[config.mk]
export PLATFORM = sky130hd
export DESIGN_NAME = fifo9_progflag
export DESIGN_NICKNAME = d
export VERILOG_FILES = /design/src/rtl/fifo9_pkg.sv /design/src/rtl/fifo9_store.sv /design/src/rtl/fifo9_outstage.sv /design/src/rtl/fifo9_flags.sv /design/src/rtl/fifo9_progflag.sv
export SDC_FILE = /design/constraint.sdc
export NUM_CORES = 1
export LEC_CHECK = 0
export BUFFER_PORTS_ARGS = -buffer_cell sky130_fd_sc_hd__buf_2
export CORE_MARGIN = 3
export CORE_UTILIZATION = 61
export DETAILED_ROUTE_END_ITERATION = 6
export PLACE_DENSITY = 0.78
export SYNTH_ARGS = -nofsm -noshare
export SYNTH_HDL_FRONTEND = slang
export SYNTH_SLANG_ARGS = --single-unit
[constraint.sdc]
create_clock -name clk -period 3.25 [get_ports clk]
set_clock_uncertainty 0.15 [all_clocks]
set_input_delay 0.65 -clock clk [delete_from_list [all_inputs] [get_ports clk]]
set_output_delay 0.65 -clock clk [all_outputs]
set_load 0.01 [all_outputs]
[src/rtl/fifo9_pkg.sv]
package fifo9_pkg;
    typedef enum logic [1:0] {
        ST_STD      = 2'd0,
        ST_FT_EMPTY = 2'd1,
        ST_FT_HOLD  = 2'd2
    } ostate_t;
endpackage

[src/rtl/fifo9_store.sv]
module fifo9_store #(
    parameter int DW = 9,
    parameter int AW = 4
) (
    input  logic          clk,
    input  logic          clr,
    input  logic          push,
    input  logic [DW-1:0] din,
    input  logic          pop,
    output logic [DW-1:0] head,
    output logic [AW:0]   level
);
    localparam int DEPTH = 1 << AW;

    logic [DW-1:0] mem [DEPTH];
    logic [AW-1:0] wptr, rptr;
    logic [AW:0]   cnt;

    always_ff @(posedge clk) begin
        if (clr) begin
            wptr <= '0;
            rptr <= '0;
            cnt  <= '0;
        end else begin
            if (push) wptr <= wptr + AW'(1);
            if (pop)  rptr <= rptr + AW'(1);
            cnt <= cnt + (AW+1)'(push) - (AW+1)'(pop);
        end
    end

    always_ff @(posedge clk) begin
        if (push) mem[wptr] <= din;
    end

    assign head  = mem[rptr];
    assign level = cnt;

    // the counter never passes the storage depth
    a_r3_no_overflow: assert property (@(posedge clk) disable iff (clr)
        cnt <= (AW+1)'(DEPTH));
    // nothing is taken from an empty store
    a_r4_no_underflow: assert property (@(posedge clk) disable iff (clr)
        pop |-> cnt != '0);
    // a lone push raises the count by one
    a_r2_count_up: assert property (@(posedge clk) disable iff (clr)
        (push && !pop) |=> cnt == $past(cnt) + (AW+1)'(1));
endmodule

[src/rtl/fifo9_outstage.sv]
module fifo9_outstage
    import fifo9_pkg::*;
#(
    parameter int DW = 9
) (
    input  logic          clk,
    input  logic          mrst_n,
    input  logic          prst_n,
    input  logic          ft_mode,
    input  logic          ren_n,
    input  logic          mem_has,
    input  logic [DW-1:0] head,
    output logic          take,
    output logic          ft,
    output logic          hold,
    output logic [DW-1:0] dout
);
    ostate_t state, nxt;

    always_ff @(posedge clk) begin
        if (!mrst_n)
            state <= ft_mode ? ST_FT_EMPTY : ST_STD;
        else if (!prst_n)
            state <= (state == ST_STD) ? ST_STD : ST_FT_EMPTY;
        else
            state <= nxt;
    end

    always_comb begin
        nxt  = state;
        take = 1'b0;
        unique case (state)
            ST_STD: begin
                take = !ren_n && mem_has;
            end
            ST_FT_EMPTY: begin
                take = mem_has;
                if (mem_has) nxt = ST_FT_HOLD;
            end
            ST_FT_HOLD: begin
                take = !ren_n && mem_has;
                if (!ren_n && !mem_has) nxt = ST_FT_EMPTY;
            end
            default: nxt = ST_STD;
        endcase
    end

    assign ft   = (state != ST_STD);
    assign hold = (state == ST_FT_HOLD);

    always_ff @(posedge clk) begin
        if (!mrst_n || !prst_n) dout <= '0;
        else if (take)          dout <= head;
    end

    // standard mode persists without master reset
    a_r11_std_kept: assert property (@(posedge clk) disable iff (!mrst_n)
        state == ST_STD |=> state == ST_STD);
    // fall-through mode persists without master reset
    a_r11_ft_kept: assert property (@(posedge clk) disable iff (!mrst_n)
        state != ST_STD |=> state != ST_STD);
    // an empty standard-mode read leaves the output register alone
    a_r4_empty_read_hold: assert property (@(posedge clk) disable iff (!mrst_n || !prst_n)
        (state == ST_STD && !mem_has) |=> $stable(dout));
    // a waiting word is always loaded into the output register
    a_r5_fall_through_load: assert property (@(posedge clk) disable iff (!mrst_n || !prst_n)
        (state == ST_FT_EMPTY && mem_has) |=> state == ST_FT_HOLD);
endmodule

[src/rtl/fifo9_flags.sv]
module fifo9_flags #(
    parameter int AW     = 4,
    parameter int DEF_AE = 2,
    parameter int DEF_AF = 2
) (
    input  logic          clk,
    input  logic          mrst_n,
    input  logic          ofs_ld,
    input  logic [AW-1:0] ae_in,
    input  logic [AW-1:0] af_in,
    input  logic          ft,
    input  logic          hold,
    input  logic [AW:0]   level,
    output logic          full,
    output logic          ff_ir,
    output logic          ef_or,
    output logic          hf_n,
    output logic          pae_n,
    output logic          paf_n
);
    localparam int DEPTH = 1 << AW;
    localparam logic [AW:0] FULLV   = (AW+1)'(DEPTH);
    localparam logic [AW:0] HALF_UP = (AW+1)'(DEPTH/2 + 1);

    logic [AW-1:0] ae_q, af_q;
    logic [AW:0]   lvl;

    always_ff @(posedge clk) begin
        if (!mrst_n) begin
            ae_q <= AW'(DEF_AE);
            af_q <= AW'(DEF_AF);
        end else if (ofs_ld) begin
            ae_q <= ae_in;
            af_q <= af_in;
        end
    end

    // effective level: one word less in fall-through mode (output register)
    assign lvl   = ft ? (hold ? level : '0) : level;
    assign full  = (lvl == FULLV);
    assign ff_ir = ft ? full : !full;
    assign ef_or = ft ? !hold : (level == '0 ? 1'b0 : 1'b1);
    assign hf_n  = !(lvl >= HALF_UP);
    assign pae_n = !(lvl <= {1'b0, ae_q});
    assign paf_n = !(lvl >= FULLV - {1'b0, af_q});

    // a full buffer is always reported almost full
    a_r7_full_almost_full: assert property (@(posedge clk) disable iff (!mrst_n)
        full |-> !paf_n);
    // offsets move only on the load strobe
    a_r10_offset_kept: assert property (@(posedge clk) disable iff (!mrst_n)
        !ofs_ld |=> ($stable(ae_q) && $stable(af_q)));
endmodule

[src/rtl/fifo9_progflag.sv]
module fifo9_progflag #(
    parameter int DW     = 9,
    parameter int AW     = 4,
    parameter int DEF_AE = 2,
    parameter int DEF_AF = 2
) (
    input  logic          clk,
    input  logic          mrst_n,
    input  logic          prst_n,
    input  logic          ft_mode,
    input  logic          wen_n,
    input  logic [DW-1:0] wdata,
    input  logic          ren_n,
    output logic [DW-1:0] rdata,
    input  logic          ofs_ld,
    input  logic [AW-1:0] ae_ofs,
    input  logic [AW-1:0] af_ofs,
    output logic          ff_ir,
    output logic          ef_or,
    output logic          hf_n,
    output logic          pae_n,
    output logic          paf_n
);
    logic          clr, push, take, ft, hold, full;
    logic [DW-1:0] head;
    logic [AW:0]   level;

    assign clr  = !mrst_n || !prst_n;
    assign push = !wen_n && !full;

    fifo9_store #(.DW(DW), .AW(AW)) u_store (
        .clk(clk), .clr(clr), .push(push), .din(wdata),
        .pop(take), .head(head), .level(level)
    );

    fifo9_outstage #(.DW(DW)) u_out (
        .clk(clk), .mrst_n(mrst_n), .prst_n(prst_n), .ft_mode(ft_mode),
        .ren_n(ren_n), .mem_has(level != '0), .head(head),
        .take(take), .ft(ft), .hold(hold), .dout(rdata)
    );

    fifo9_flags #(.AW(AW), .DEF_AE(DEF_AE), .DEF_AF(DEF_AF)) u_flags (
        .clk(clk), .mrst_n(mrst_n), .ofs_ld(ofs_ld), .ae_in(ae_ofs),
        .af_in(af_ofs), .ft(ft), .hold(hold), .level(level),
        .full(full), .ff_ir(ff_ir), .ef_or(ef_or), .hf_n(hf_n),
        .pae_n(pae_n), .paf_n(paf_n)
    );

    // a write while full does not change the stored count
    a_r3_write_ignored_when_full: assert property (@(posedge clk) disable iff (clr)
        (full && !take) |=> level == $past(level));
endmodule

==> metrics.cfg <==
[status]
status=finished, final reports clean

[timing]
min_period_ns=3.05
maxSlewViolCount=0
finalHoldViolations=0
fmax_mhz=328
holdWs_ns=0.310
setup_slack_ns=0.203
worst_slew_pin_slew_ns=0.555
slew_headroom=0.630
fin_tns_setup_ns=0
rsz0062_at_grt=no
setup_viol=0
finalCritPeriodShare=0.938

[job]
maxCapViolations=0

[yosys]
syn-num-nets=472
synth-edff-count=146
synth_area_um2=7270
synth_xor_area_frac=0.0133
ys_ff_latch=176
synth-compound-area-share=0.0372
synthMuxAreaShare=0.147
synth_top_family_by_area=multiplexers
yosysSeqAreaShare=0.686
synth_cell_types=41
yosys.area_share.simple=0.0525
async_flop_share=0
syn_area_per_cell_um2=17.1
synth_flop_cell=edfxtp_1
synth_cells=426
synth_adder_area_share=0.0389
yosys_warnings=0

[floorplanning]
io_pins=38
fp-row-count=39
start_util=0.631
coreArea_um2=11500
die_width_um=115
die_h_um=115
dieArea_um2=13300

[setup_path]
crit_type=flip-flop to primary output
start_kind=flip-flop
critPathMaxStageDelay_ns=0.53
crit_required_ns=2.45
crit_chain=inv_1, nand2_1, ha_1, nand2b_1, a21oi_1, nor2b_1, o21ai_0, o2bb2ai_1, buf_2
cp_slowest_cell=edfxtp_1
crit_arrival_ns=2.25
rr_worst_depth=15
crit_path_max_fanout=9
end_kind=primary output

[cells_and_area]
layout_commonest_cell=edfxtp_1
fillCellCount=710
nets=530
final_util=0.725
area.growth.synth_to_final_pct=14.8
final_cell_mix=146 x edfxtp_1, 37 x buf_2, 36 x mux4_2
insertedDiodeCount=0
drive_above_1_share=0.270

[clock_tree]
ctsRootBufferMaster=clkbuf_16
clkSlewWorstSetupHoldPaths_ns=0.06
cts-hold-fix-buffers=0
cts_sinks=176
cts_tree=yes
cts_setup_buffers=0
clk_latency_ns=0.42
clk_path_buf_depth=2
cts_resized=0
htree_num_levels=4
numCtsBuffers=17

[global_routing]
grt_pass1_wl_um=21200
grt_max_degree=39
antenna_found_initial=0
grt_pass1_vias=3892
grt-ovfl-total=0
grtUsageTotal=0.219

[drt]
wire_per_inst_um=20.8
drc_errors=0
antenna_left=0
first_iter_violations=310
vias=3815
firstDrtPassIters=5
wl_um=13300
via_per_inst=5.96

[power]
cellLeakagePower_nw=2.89
peakVddDrop_v=0.000526
power_density_nw_per_um2=670

[placed_design]
gp_congestion=0.777
hpwl_um=8420
dp_slack_ns=0.351
io_buffers=37

[hold_path]
hold_depth=3
holdCritPathClass=input pin to flip-flop

where the power goes:
part	leakage [nW]	switching (mW)	internal, mW
Sequential	1.57	0.0628	2.52
Combinational	1.01	0.442	0.346
Clock	0.315	0.840	1.38
worst max-delay path: cells and delay by family (launching register included):
family	cells	cell delay, ns
DFF	1	0.53
AOI/OAI and AO/OA	3	0.44
buffers and inverters	2	0.30
and+or+nand+nor	3	0.29
adders and majority gates	1	0.27
sequential cells by signal (all words and copies together) (netlist names):
signal         flops
u_flags.af_q       4
u_flags.ae_q       4
u_store.rptr       4
u_out.dout         9
u_out.state        2
u_store.mem      144
u_store.level      5
u_store.wptr       4
per-stage QoR:
stage,cell area (um2),power (mW),instances
2_1_floorplan,7270,3.19,426
3_3_place_gp,7690,3.39,608
3_5_place_dp,7690,3.42,608
4_1_cts,8350,5.62,640
5_1_grt,8350,5.80,640
6_report,8350,5.59,640
path summary, 6_finish.rpt:
| path | from | end | slack (ns) |
|---|---|---|---|
| worst min-delay path | af_ofs[1] | u_flags.af_q[1]$_SDFFE_PN1P_ | 0.31 |
| worst max-delay path | u_out.state[0]$_DFFE_PP_ | paf_n | 0.20 |
| worst max register to register | u_store.level[3]$_SDFF_PN0_ | u_store.level[4]$_SDFF_PN0_ | 0.32 |
| worst min register to register | u_out.dout[3]$_SDFFE_PN0P_ | u_out.dout[3]$_SDFFE_PN0P_ | 0.32 |
cells by family after synthesis:
kind of cell | count (synthesis)
buf+inv | 37
mux | 62
xor+xnor | 11
fa+ha+maj | 22
simple gates | 78
compound gates | 40
flops | 176
synthesized netlist by cell type, types with 7 or more instances:
| master | number | area share |
|---|---|---|
| edfxtp_1 | 146 | 0.60 |
| xor2_1 | 7 | 0.0084 |
| nor2_1 | 31 | 0.016 |
| clkbuf_1 | 9 | 0.0046 |
| dfxtp_1 | 30 | 0.083 |
| mux4_2 | 36 | 0.11 |
| o22ai_1 | 9 | 0.0077 |
| nor2b_1 | 9 | 0.0077 |
| mux2i_1 | 25 | 0.034 |
| nand2_1 | 14 | 0.0072 |
| a31o_1 | 9 | 0.011 |
| a21oi_1 | 9 | 0.0062 |
| ha_1 | 21 | 0.036 |
| inv_1 | 17 | 0.0088 |
area by class of cell:
cell class	instances	area, um2	share of cell area
flip-flops and latches	176	4990	0.597
clock buffers	17	425	0.0510
repair buffers	58	355	0.0426
inverters	18	67.6	0.00809
clock inverters	15	231	0.0277
well taps	143	179	0.0214
multi-input cells	213	2100	0.252
layer usage:
layer  up-vias  track usage  wire, um
met5         -            0         0
met1      1916        0.300      5740
met4         0       0.0712       123
li1       1765            -         -
met3        11       0.0584       823
met2       123        0.348      6650
Power figures use the tool's default switching activity.
